$ cat config.mk
export PLATFORM = sky130hd
export DESIGN_NAME = exc_bank_top
export DESIGN_NICKNAME = d
export VERILOG_FILES = /design/src/rtl/exc_bank_pkg.sv /design/src/rtl/exb_regfile.sv /design/src/rtl/exb_arbiter.sv /design/src/rtl/exb_entry_fsm.sv /design/src/rtl/exc_bank_top.sv
export SDC_FILE = /design/constraint.sdc
export NUM_CORES = 2
export LEC_CHECK = 0
export ABC_AREA = 1
export CAP_MARGIN = 20
export CELL_PAD_IN_SITES_DETAIL_PLACEMENT = 0
export CELL_PAD_IN_SITES_GLOBAL_PLACEMENT = 1
export CORE_MARGIN = 2
export CORE_UTILIZATION = 48
export CTS_CLUSTER_SIZE = 14
export DETAILED_ROUTE_END_ITERATION = 7
export DONT_BUFFER_PORTS = 1
export GPL_ROUTABILITY_DRIVEN = 0
export PLACE_DENSITY = 0.76
export SYNTH_ARGS = -nofsm -noshare
export SYNTH_HDL_FRONTEND = slang
export SYNTH_SLANG_ARGS = --single-unit
$ cat constraint.sdc
create_clock -name clk -period 3.05 [get_ports clk]
set_input_delay 0.61 -clock clk [delete_from_list [all_inputs] [get_ports clk]]
set_output_delay 0.61 -clock clk [all_outputs]
set_load 0.005 [all_outputs]
$ cat src/rtl/exc_bank_pkg.sv
`timescale 1ns/1ps
package exc_bank_pkg;
    localparam int WORD_W = 32;
    localparam int NBANK  = 6;
    localparam int BANK_W = $clog2(NBANK);
    localparam int NLOW   = 8;
    localparam int NHIGH  = 5;

    localparam logic [4:0] M_USR = 5'h10;
    localparam logic [4:0] M_FIQ = 5'h11;
    localparam logic [4:0] M_IRQ = 5'h12;
    localparam logic [4:0] M_SVC = 5'h13;
    localparam logic [4:0] M_ABT = 5'h17;
    localparam logic [4:0] M_UND = 5'h1B;
    localparam logic [4:0] M_SYS = 5'h1F;

    localparam int PSR_T = 5;
    localparam int PSR_F = 6;
    localparam int PSR_I = 7;
    localparam int PSR_A = 8;

    localparam logic [BANK_W-1:0] B_SHARED = 0;
    localparam logic [BANK_W-1:0] B_FIQ    = 5;

    typedef enum logic [2:0] {
        K_UND  = 3'd0,
        K_SWI  = 3'd1,
        K_PABT = 3'd2,
        K_DABT = 3'd3,
        K_IRQ  = 3'd4,
        K_FIQ  = 3'd5
    } kind_e;

    localparam int NKIND = 6;

    function automatic logic mode_ok(input logic [4:0] m);
        return (m == M_USR) || (m == M_FIQ) || (m == M_IRQ) || (m == M_SVC) ||
               (m == M_ABT) || (m == M_UND) || (m == M_SYS);
    endfunction

    function automatic logic [BANK_W-1:0] bank_of(input logic [4:0] m);
        unique case (m)
            M_SVC:   return 1;
            M_ABT:   return 2;
            M_UND:   return 3;
            M_IRQ:   return 4;
            M_FIQ:   return B_FIQ;
            default: return B_SHARED;
        endcase
    endfunction

    function automatic logic [4:0] kind_mode(input kind_e k);
        unique case (k)
            K_UND:           return M_UND;
            K_SWI:           return M_SVC;
            K_PABT, K_DABT:  return M_ABT;
            K_IRQ:           return M_IRQ;
            default:         return M_FIQ;
        endcase
    endfunction

    function automatic logic [WORD_W-1:0] kind_mask(input kind_e k);
        logic [WORD_W-1:0] v;
        v = '0;
        v[PSR_I] = 1'b1;
        if (k != K_UND && k != K_SWI) v[PSR_A] = 1'b1;
        if (k == K_FIQ) v[PSR_F] = 1'b1;
        return v;
    endfunction

    function automatic logic [WORD_W-1:0] kind_vec(input kind_e k);
        unique case (k)
            K_UND:   return 32'h04;
            K_SWI:   return 32'h08;
            K_PABT:  return 32'h0C;
            K_DABT:  return 32'h10;
            K_IRQ:   return 32'h18;
            default: return 32'h1C;
        endcase
    endfunction

    function automatic logic [WORD_W-1:0] kind_link(input kind_e k);
        unique case (k)
            K_UND, K_SWI: return 32'd0;
            K_DABT:       return 32'd8;
            default:      return 32'd4;
        endcase
    endfunction
endpackage

$ cat src/rtl/exb_regfile.sv
`timescale 1ns/1ps
module exb_regfile
    import exc_bank_pkg::*;
(
    input  logic              clk,
    input  logic              rst_n,
    input  logic [4:0]        cur_mode,
    input  logic [3:0]        rd_addr,
    output logic [WORD_W-1:0] rd_data,
    input  logic              we,
    input  logic [3:0]        wa,
    input  logic [WORD_W-1:0] wd,
    input  logic              sv_we,
    input  logic [4:0]        sv_mode,
    input  logic [WORD_W-1:0] sv_wd,
    output logic [WORD_W-1:0] sv_rd,
    output logic [WORD_W-1:0] pc
);
    logic [WORD_W-1:0] low_q  [NLOW];
    logic [WORD_W-1:0] shi_q  [NHIGH];
    logic [WORD_W-1:0] fhi_q  [NHIGH];
    logic [WORD_W-1:0] sp_q   [NBANK];
    logic [WORD_W-1:0] lr_q   [NBANK];
    logic [WORD_W-1:0] sv_q   [NBANK];
    logic [WORD_W-1:0] pc_q;

    logic [BANK_W-1:0] cur_b;
    logic [BANK_W-1:0] sv_b;
    logic              in_fiq;
    logic [3:0]        w_hi;
    logic [3:0]        r_hi;

    assign cur_b  = bank_of(cur_mode);
    assign sv_b   = bank_of(sv_mode);
    assign in_fiq = (cur_b == B_FIQ);
    assign w_hi   = wa - 4'd8;
    assign r_hi   = rd_addr - 4'd8;

    always_ff @(posedge clk or negedge rst_n) begin
        if (!rst_n) begin
            for (int i = 0; i < NLOW; i++) low_q[i] <= '0;
            for (int i = 0; i < NHIGH; i++) begin
                shi_q[i] <= '0;
                fhi_q[i] <= '0;
            end
            for (int i = 0; i < NBANK; i++) begin
                sp_q[i] <= '0;
                lr_q[i] <= '0;
                sv_q[i] <= '0;
            end
            pc_q <= '0;
        end else begin
            if (we) begin
                if (wa < 4'd8)        low_q[wa[2:0]] <= wd;
                else if (wa < 4'd13) begin
                    if (in_fiq)       fhi_q[w_hi[2:0]] <= wd;
                    else              shi_q[w_hi[2:0]] <= wd;
                end
                else if (wa == 4'd13) sp_q[cur_b] <= wd;
                else if (wa == 4'd14) lr_q[cur_b] <= wd;
                else                  pc_q <= wd;
            end
            if (sv_we) sv_q[sv_b] <= sv_wd;
        end
    end

    always_comb begin
        if (rd_addr < 4'd8)        rd_data = low_q[rd_addr[2:0]];
        else if (rd_addr < 4'd13)  rd_data = in_fiq ? fhi_q[r_hi[2:0]] : shi_q[r_hi[2:0]];
        else if (rd_addr == 4'd13) rd_data = sp_q[cur_b];
        else if (rd_addr == 4'd14) rd_data = lr_q[cur_b];
        else                       rd_data = pc_q;
    end

    assign sv_rd = (cur_b == B_SHARED) ? '0 : sv_q[cur_b];
    assign pc    = pc_q;


    no_shared_spsr_chk: assert property (@(posedge clk) disable iff (!rst_n)
        sv_we |-> bank_of(sv_mode) != B_SHARED);


    user_spsr_zero_chk: assert property (@(posedge clk) disable iff (!rst_n)
        (bank_of(cur_mode) == B_SHARED) |-> sv_rd == '0);
endmodule

$ cat src/rtl/exb_arbiter.sv
`timescale 1ns/1ps
module exb_arbiter
    import exc_bank_pkg::*;
(
    input  logic [NKIND-1:0] req,
    input  logic             i_masked,
    input  logic             f_masked,
    output logic             take,
    output kind_e            kind
);
    localparam kind_e ORDER [NKIND] = '{K_SWI, K_UND, K_PABT, K_IRQ, K_FIQ, K_DABT};

    logic [NKIND-1:0] elig;

    for (genvar g = 0; g < NKIND; g++) begin : g_elig
        if (g == int'(K_IRQ)) begin : g_irq
            assign elig[g] = req[g] & ~i_masked;
        end else if (g == int'(K_FIQ)) begin : g_fiq
            assign elig[g] = req[g] & ~f_masked;
        end else begin : g_plain
            assign elig[g] = req[g];
        end
    end

    always_comb begin
        take = 1'b0;
        kind = K_UND;
        for (int i = 0; i < NKIND; i++) begin
            if (elig[ORDER[i]]) begin
                take = 1'b1;
                kind = ORDER[i];
            end
        end
    end


    masked_irq_chk: assert final (!(take && kind == K_IRQ && i_masked));

    masked_fiq_chk: assert final (!(take && kind == K_FIQ && f_masked));

    dabt_first_chk: assert final (!(req[K_DABT] && (!take || kind != K_DABT)));
endmodule

$ cat src/rtl/exb_entry_fsm.sv
`timescale 1ns/1ps
module exb_entry_fsm
    import exc_bank_pkg::*;
#(
    parameter logic [WORD_W-1:0] HI_VEC_BASE = 32'hFFFF_0000,
    parameter logic [WORD_W-1:0] LO_VEC_BASE = 32'h0000_0000
) (
    input  logic              clk,
    input  logic              rst_n,
    input  logic              take,
    input  kind_e             kind_in,
    input  logic              hi_vec,
    input  logic [WORD_W-1:0] pc,
    input  logic              sw_we,
    input  logic [3:0]        sw_wa,
    input  logic [WORD_W-1:0] sw_wd,
    input  logic              psr_we,
    input  logic [WORD_W-1:0] psr_wd,
    output logic [WORD_W-1:0] cpsr,
    output logic              rf_we,
    output logic [3:0]        rf_wa,
    output logic [WORD_W-1:0] rf_wd,
    output logic              sv_we,
    output logic [4:0]        sv_mode,
    output logic [WORD_W-1:0] sv_wd,
    output logic              busy,
    output logic              entry_done
);
    typedef enum logic [1:0] {S_IDLE, S_BANK, S_LINK, S_VEC} state_e;

    localparam logic [WORD_W-1:0] RESET_PSR =
        WORD_W'(M_SVC) | (WORD_W'(1) << PSR_A) | (WORD_W'(1) << PSR_I) | (WORD_W'(1) << PSR_F);
    localparam logic [WORD_W-1:0] MODE_T_BITS = WORD_W'(6'h3F);

    state_e            state_q, state_d;
    kind_e             kind_q;
    logic [WORD_W-1:0] cpsr_q;
    logic              done_q;
    logic              accept;

    assign accept = (state_q == S_IDLE) && take;

    always_comb begin
        state_d = state_q;
        unique case (state_q)
            S_IDLE: if (take) state_d = S_BANK;
            S_BANK: state_d = S_LINK;
            S_LINK: state_d = S_VEC;
            S_VEC:  state_d = S_IDLE;
        endcase
    end

    always_ff @(posedge clk or negedge rst_n) begin
        if (!rst_n) state_q <= S_IDLE;
        else        state_q <= state_d;
    end

    always_ff @(posedge clk or negedge rst_n) begin
        if (!rst_n) begin
            kind_q <= K_UND;
            cpsr_q <= RESET_PSR;
            done_q <= 1'b0;
        end else begin
            done_q <= (state_q == S_VEC);
            if (accept) kind_q <= kind_in;
            if (state_q == S_BANK)
                cpsr_q <= (cpsr_q & ~MODE_T_BITS) | WORD_W'(kind_mode(kind_q)) | kind_mask(kind_q);
            else if (state_q == S_IDLE && !take && psr_we && mode_ok(psr_wd[4:0]))
                cpsr_q <= psr_wd;
        end
    end

    always_comb begin
        rf_we   = 1'b0;
        rf_wa   = sw_wa;
        rf_wd   = sw_wd;
        sv_we   = 1'b0;
        sv_mode = kind_mode(kind_q);
        sv_wd   = cpsr_q;
        unique case (state_q)
            S_IDLE: rf_we = sw_we && !take;
            S_BANK: sv_we = 1'b1;
            S_LINK: begin
                rf_we = 1'b1;
                rf_wa = 4'd14;
                rf_wd = pc + kind_link(kind_q);
            end
            S_VEC: begin
                rf_we = 1'b1;
                rf_wa = 4'd15;
                rf_wd = (hi_vec ? HI_VEC_BASE : LO_VEC_BASE) + kind_vec(kind_q);
            end
        endcase
    end

    assign cpsr       = cpsr_q;
    assign busy       = (state_q != S_IDLE);
    assign entry_done = done_q;


    bank_then_link_chk: assert property (@(posedge clk) disable iff (!rst_n)
        state_q == S_BANK |=> state_q == S_LINK);

    link_then_vec_chk: assert property (@(posedge clk) disable iff (!rst_n)
        state_q == S_LINK |=> state_q == S_VEC);

    done_single_chk: assert property (@(posedge clk) disable iff (!rst_n)
        entry_done |=> !entry_done);

    done_idle_chk: assert property (@(posedge clk) disable iff (!rst_n)
        entry_done |-> !busy);

    arm_state_chk: assert property (@(posedge clk) disable iff (!rst_n)
        entry_done |-> !cpsr[PSR_T]);

    fiq_masks_chk: assert property (@(posedge clk) disable iff (!rst_n)
        (state_q == S_LINK && kind_q == K_FIQ) |-> cpsr[PSR_F] && cpsr[PSR_I] && cpsr[PSR_A]);

    busy_drop_chk: assert property (@(posedge clk) disable iff (!rst_n)
        (state_q == S_LINK) |-> rf_wa == 4'd14);

    mode_legal_chk: assert property (@(posedge clk) disable iff (!rst_n)
        mode_ok(cpsr[4:0]));
endmodule

$ cat src/rtl/exc_bank_top.sv
`timescale 1ns/1ps
module exc_bank_top #(
    parameter logic [31:0] HI_VEC_BASE = 32'hFFFF_0000,
    parameter logic [31:0] LO_VEC_BASE = 32'h0000_0000
) (
    input  logic        clk,
    input  logic        rst_n,
    input  logic [5:0]  exc_req,
    input  logic        hi_vec,
    input  logic [3:0]  rd_addr,
    output logic [31:0] rd_data,
    input  logic        reg_we,
    input  logic [3:0]  reg_wa,
    input  logic [31:0] reg_wd,
    input  logic        psr_we,
    input  logic [31:0] psr_wd,
    output logic [31:0] cpsr,
    output logic [31:0] spsr,
    output logic [31:0] pc,
    output logic        busy,
    output logic        entry_done
);
    import exc_bank_pkg::*;

    logic        take;
    kind_e       kind;
    logic        rf_we;
    logic [3:0]  rf_wa;
    logic [31:0] rf_wd;
    logic        sv_we;
    logic [4:0]  sv_mode;
    logic [31:0] sv_wd;

    exb_arbiter u_arb (
        .req      (exc_req),
        .i_masked (cpsr[PSR_I]),
        .f_masked (cpsr[PSR_F]),
        .take     (take),
        .kind     (kind)
    );

    exb_entry_fsm #(
        .HI_VEC_BASE (HI_VEC_BASE),
        .LO_VEC_BASE (LO_VEC_BASE)
    ) u_fsm (
        .clk        (clk),
        .rst_n      (rst_n),
        .take       (take),
        .kind_in    (kind),
        .hi_vec     (hi_vec),
        .pc         (pc),
        .sw_we      (reg_we),
        .sw_wa      (reg_wa),
        .sw_wd      (reg_wd),
        .psr_we     (psr_we),
        .psr_wd     (psr_wd),
        .cpsr       (cpsr),
        .rf_we      (rf_we),
        .rf_wa      (rf_wa),
        .rf_wd      (rf_wd),
        .sv_we      (sv_we),
        .sv_mode    (sv_mode),
        .sv_wd      (sv_wd),
        .busy       (busy),
        .entry_done (entry_done)
    );

    exb_regfile u_rf (
        .clk      (clk),
        .rst_n    (rst_n),
        .cur_mode (cpsr[4:0]),
        .rd_addr  (rd_addr),
        .rd_data  (rd_data),
        .we       (rf_we),
        .wa       (rf_wa),
        .wd       (rf_wd),
        .sv_we    (sv_we),
        .sv_mode  (sv_mode),
        .sv_wd    (sv_wd),
        .sv_rd    (spsr),
        .pc       (pc)
    );
endmodule

Yosys cells after proc, flatten, opt, wreduce, memory -nomap -nowiden
Cells that the tools add are included.
Operators by class
  bitwise gates (word level): 17
  mux-type cells: 71
  eq/ne operators: 32
  add/subtract/negate cells: 4
  reduce and logical (&&, ||, !) cells: 32
  magnitude comparators: 14
Operator list (count)
  32-bit two-way mux: 27
  32-bit binary-select mux with 3-bit select: 6
  192-bit bitwise mux: 3
  32-bit demux with 3-bit select: 4
  160-bit bitwise mux: 2
  256-bit bitwise mux: 1
  5-bit equality test, second input constant: 17
  32-bit adder: 2
  32-bit case mux with 2 select lines: 1
  32-bit by 5-bit bitwise OR with 32-bit output: 1
  32-bit by 9-bit bitwise OR with 32-bit output: 1
  3-bit case mux with 5 select lines: 2
  5-bit case mux with 5 select lines: 1
  4-bit greater-or-equal comparator, second input constant: 6
  3-bit NOT with 4-bit output: 6
  4-bit equality test, second input constant: 4
  4-bit by 1-bit < comparator with 1-bit output, second input constant: 4
  4-bit < comparator, second input constant: 4
  4-bit case mux with 2 select lines: 2
  4-bit case mux with 4 select lines: 1
  1-bit two-way mux: 13
  4-bit AND reduction: 3
  1-bit logical AND: 10
  5-bit AND reduction: 2
  other kinds (23): 47
Word-level totals
  bits in registers: 1222
  output and inout bits: 130
  bits of input ports: 83

Depth between registers and ports, before layout
  depth after elaboration: 12
  gate-level depth with buffers: 17
  gate-level depth less buffers: 15

Hierarchy
From an unflattened synthesis, not the netlist that was laid out.
Second synthesis, totals
  cell total of the unflattened synthesis: 6779
  area total of the unflattened synthesis: 55006.5 um^2
Modules (own cells, without submodules)
  exb_regfile: sequential area each 29178.0 um^2, times used 1, cells each 6243, area an instance 51715.8 um^2
  exb_entry_fsm: sequential area each 958.4 um^2, times used 1, cells each 515, area an instance 3201.8 um^2
  exb_arbiter: sequential area each 0.0 um^2, times used 1, cells each 21, area an instance 88.8 um^2

Least setup slack after synthesis
Ideal clock, no wire load.
  kind: input to output
  start point: input port rd_addr[0]
  end point: output port rd_data[31]
  data required time: 2.440 ns
  arrival time: 2.153 ns
  path buffers: 4
  stages on the path: 11
  setup slack: 0.287 ns
  path through: buf_2 -> nor2_1 -> buf_2 -> clkbuf_1 -> clkbuf_1 -> nand2_1 -> nand2_1 -> nand3_1 -> nand3_1 -> nand3_1 -> nand2_1
Between the ends
  longest elaborated chain between the ends: 8
  elaborated cells between the ends (all ways): 21
  those cells by class: add/sub (1); order compare (2); eq/ne (2); mux (14); bitwise (2)
RTL lines
  from (decl): line exc_bank_top.sv:10  | input logic [3:0] rd_addr,
  3-bit by 1-bit subtractor with 3-bit output: line exb_regfile.sv:37  | assign r_hi = rd_addr - 4'd8;
  3-bit NOT with 4-bit output (implied by the code): line exb_regfile.sv:69  | else if (rd_addr < 4'd13) rd_data = in_fiq ? fhi_q[r_hi[2:0]] : shi_q[r_hi[2:0]];
  32-bit binary-select mux with 3-bit select: line exb_regfile.sv:69
  32-bit two-way mux (implied by the code) (2 in series): line exb_regfile.sv:69
  32-bit two-way mux (2 in series): line exb_regfile.sv:69
  32-bit two-way mux (*): line exb_regfile.sv:68  | if (rd_addr < 4'd8) rd_data = low_q[rd_addr[2:0]];
  to (decl): line exc_bank_top.sv:11  | output logic [31:0] rd_data,
Mark *: on every way between the ends. The rest lies on a longest branch, timed or not. The select of a mux whose other input is x is not followed.

Worst setup path after layout
  start point: register u_fsm.cpsr_q[0], in the netlist u_fsm.cpsr[0]
  end point: output port rd_data[12]
Between the ends
  longest elaborated chain between the ends: 10
  elaborated cells between the ends (all ways): 19
  those cells by class: eq/ne (6); mux (12); bitwise (1)
RTL lines
  from (decl): line exb_entry_fsm.sv:37  | logic [WORD_W-1:0] cpsr_q;
  from (signal assigned): line exb_entry_fsm.sv:67  | cpsr_q <= (cpsr_q & ~MODE_T_BITS) | WORD_W'(kind_mode(kind_q)) | kind_mask(kind_q);
  from (signal assigned): line exb_entry_fsm.sv:69  | cpsr_q <= psr_wd;
  5-bit equality test: line exc_bank_pkg.sv:42  | unique case (m)
  3-bit case mux with 5 select lines (*): line exc_bank_pkg.sv:42
  3-bit NOT with 4-bit output (implied by the code): line exb_regfile.sv:70, exb_regfile.sv:71
  32-bit binary-select mux with 3-bit select: line exb_regfile.sv:71  | else if (rd_addr == 4'd14) rd_data = lr_q[cur_b];
  32-bit two-way mux (implied by the code) (2 in series): line exb_regfile.sv:71
  32-bit two-way mux: line exb_regfile.sv:71
  32-bit two-way mux: line exb_regfile.sv:70  | else if (rd_addr == 4'd13) rd_data = sp_q[cur_b];
  32-bit two-way mux (*): line exb_regfile.sv:69
  32-bit two-way mux (*): line exb_regfile.sv:68
Marked as above.

==> results_dict.tcl <==
set metrics [dict create \
    crit_required_ns 2.44 \
    grt_pass1_vias 46700 \
    synth_compound_area_share_pct 15.6 \
    finalNetCount 7067 \
    wl_mm 201 \
    leakagePower_nw 32.1 \
    path_class "flop to output port" \
    drt_first_pass_iters 8 \
    postSynthNetCount 6962 \
    r2r_cells 14 \
    worstMarginPinSlew_ns 1.33 \
    timing.rr.start "u_fsm.cpsr[4]" \
    start_kind "flop" \
    hold_violations 6 \
    drc_errors 0 \
    synth-simple-area-share_pct 23.8 \
    synth_area_per_cell_sq_um 7.97 \
    yosys.area_share.adder_pct 0.197 \
    insertion_delay_ns 0.76 \
    synth_seq_area_share_pct 54.4 \
    die_h_microns 342 \
    final_cell_mix "nand2_1, o21ai_0, dfrtp_1" \
    vias 49400 \
    grt-ovfl-total 0 \
    fin_crit_sh_pct 124 \
    root_buffer "clkbuf_16" \
    syn2layout_area_growth_pct 21.1 \
    wl_per_cell_microns 23.5 \
    r2r_setup_slack_ns -0.07 \
    period_minus_slack_ns 3.78 \
    cts_buffers 136 \
    setup_viol 94 \
    start_util_pct 48.5 \
    cp.arrival_ns 3.17 \
    synthXorXnorAreaFrac_pct 0 \
    die-area_sq_um 117000 \
    fp.coreArea_sq_um 113000 \
    peakVddDrop_mv 0.667 \
    grt_first_pass_wirelength_mm 301 \
    fin_hold_ws_ns -0.0117 \
    muxShareOfSynthArea_pct 0 \
    final.setup_skew_ns 0.0193 \
    drive_gt1_share_pct 15.1 \
    via_per_inst 5.76 \
    hpwl_mm 122 \
    worst_slack_ns -0.726 \
    synth_top_family_by_area "simple AND/OR/NAND/NOR gates" \
    std_cell_rows 123 \
    final_common_cell "nand2_1" \
    crit_fanout 7 \
    violations "negative hold slack, negative setup slack" \
    antenna_found_initial 3 \
    synth_cells 6871 \
    r2r-end "u_rf.fhi_q[51]" \
    total_power_mw 67.2 \
    fmax_mhz 265 \
    cts_sinks 1190 \
    cp-end-kind "output port" \
    clock_path_buffers 3 \
    syn-cell-area_sq_um 54800 \
    power_density_nw_per_um2 1010 \
    numPortBuffers 0 \
    grtUsageTotal_pct 34.1 \
    synth_cell_types 53 \
    rsz0062_at_grt "true" \
    synth_seq_cells 1190 \
    htreeDepth 4 \
    drv_slew 0 \
    num_io_pins 213 \
    synth_warnings 0 \
    drtIter0Drc 5834 \
    grt_max_degree 274 \
    maxCapViolCount 0 \
    outcome "finished with violations" \
    cts_tree "done" \
    holdCritPathClass "input port to async pin" \
    ant_nets 0 \
    die_x_microns 342 \
    clk_pin_slew_worst_paths_ns 0.06 \
    slew_headroom_pct 11.3 \
]
## routing by layer
layer | GRT usage, % | up-vias | part of all wire, %
met2 | 51.3 | 2189 | 44
met3 | 6.04 | 338 | 8.9
met4 | 11.7 | 4 | 3.4
met5 | 0 | - | 0.015
li1 | - | 22700 | -
met1 | 49.7 | 24200 | 44
## what timing repair did
| item | CTS | global route |
|---|---|---|
| pin swaps | 76 | 101 |
| hold endpoints to repair | 93 | 0 |
| buffers inserted | 27 | 29 |
| cloned | 17 | 12 |
| endpoints found under the setup margin | 114 | 599 |
| hold buffers | 30 | 0 |
| resized for setup | 315 | 152 |
## power by group
group	internal (mW)	switching (mW)	leakage (nW)
registers	21.0	3.06	15.4
logic	9.54	17.2	14.5
clock network	9.62	6.85	2.20
total	40.1	27.1	32.1
## logic make-up (layout without fill, tap and decap cells)
group | Yosys count | in the layout
other | 0 | 1
adders and majority gates | 8 | 8
buffers and inverters | 842 | 1043
DFF | 1190 | 1190
and+or+nand+nor | 3262 | 3263
AOI/OAI and AO/OA | 1569 | 1569
## worst max-delay path by stage
stage / cells past startpoint / slack [ns] / to / start
after CTS: 17 / -0.73 / rd_data[17] / u_fsm.cpsr[4]
after global routing: 15 / -0.77 / rd_data[4] / u_fsm.cpsr[4]
after floorplan: 11 / 0.29 / rd_data[31] / rd_addr[0]
final: 14 / -0.73 / rd_data[12] / u_fsm.cpsr[0]
after detailed placement: 3 / -0.68 / u_rf.low_q[47] / rst_n
after global placement: 3 / -0.75 / u_rf.low_q[20] / rst_n
## registers in the layout, indices dropped and copies added, names as in the netlist
| register | count |
|---|---|
| u_rf.fhi_q | 160 |
| u_rf.lr_q | 192 |
| u_rf.shi_q | 160 |
| u_rf.low_q | 256 |
| u_rf.sv_q | 160 |
| u_fsm.state_q | 2 |
| u_rf.sp_q | 192 |
| u_rf.pc | 32 |
| u_fsm.cpsr | 32 |
| u_fsm.kind_q | 3 |
| u_fsm.entry_done | 1 |
## synthesized netlist by cell type, drive strengths merged
| cell type | number | area (sq um) |
|---|---|---|
| o31ai | 2 | 15.0 |
| fa | 1 | 20.0 |
| o221ai | 35 | 307 |
| a21oi | 105 | 541 |
| a221oi | 64 | 561 |
| o22a | 1 | 8.76 |
| o211ai | 50 | 375 |
| dfrtp | 1184 | 29600 |
| clkinv | 6 | 22.5 |
| nand3 | 235 | 1190 |
| a31oi | 12 | 75.1 |
| nor2 | 353 | 1400 |
| clkbuf | 399 | 1500 |
| or2 | 13 | 81.3 |
| o22ai | 2 | 12.5 |
| a31o | 12 | 105 |
| o21bai | 9 | 67.6 |
| a41oi | 1 | 8.76 |
| o21ai | 1260 | 6310 |
| a32o | 1 | 10.0 |
| nand4 | 111 | 707 |
| buf | 113 | 566 |
| nand3b | 1 | 7.51 |
| o2111ai | 8 | 70.1 |
| nor3 | 29 | 160 |
| inv | 324 | 1220 |
| o21a | 1 | 7.51 |
| nor3b | 3 | 22.5 |
| o32ai | 1 | 16.3 |
| a32oi | 1 | 8.76 |
| a221o | 1 | 10.0 |
| nand2 | 2516 | 9450 |
| ha | 7 | 87.6 |
| dfstp | 6 | 158 |
| and2 | 1 | 6.26 |
| a22oi | 3 | 22.5 |
## cell type report
class                           count  area (sq um)
Multi-Input combinational cell   4840         23100
Antenna cell                        1          2.50
Sequential cell                  1190         29800
Clock inverter                     30           399
Fill cell                       10300         46500
Clock buffer                      205          4080
Timing Repair Buffer              478          5760
Inverter                          330          1280
Tap cell                         1500          1880
## worst max-delay path, stage by stage (launching register included)
cell	delay, ns
dfstp_2	0.54
buf_4	0.17
nor2_1	0.09
nor2_4	0.24
nand2_8	0.18
buf_16	0.20
buf_12	0.14
nand3_1	0.06
nand4_1	0.10
nor2_2	0.19
nor2_1	0.08
nand2_2	0.17
nand2_2	0.08
nand2_1	0.08
nand2_2	0.09
## through the flow
stage | setup WS, ns | area [sq um] | utilization, % | setup TNS [ns] | std cells
CTS | -0.728 | 65300 | 57.9 | -41.29 | 8532
finish | -0.726 | 66300 | 58.8 | -38.13 | 8574
global placement | -0.746 | 58800 | 52.1 | -369.85 | 8225
global route | -0.766 | 66300 | 58.8 | -49.20 | 8573
floorplan | 0.287 | 54800 | - | 0 | 6871
detailed placement | -0.683 | 58800 | 52.1 | -349.96 | 8225
Power figures use the tool's default switching activity.
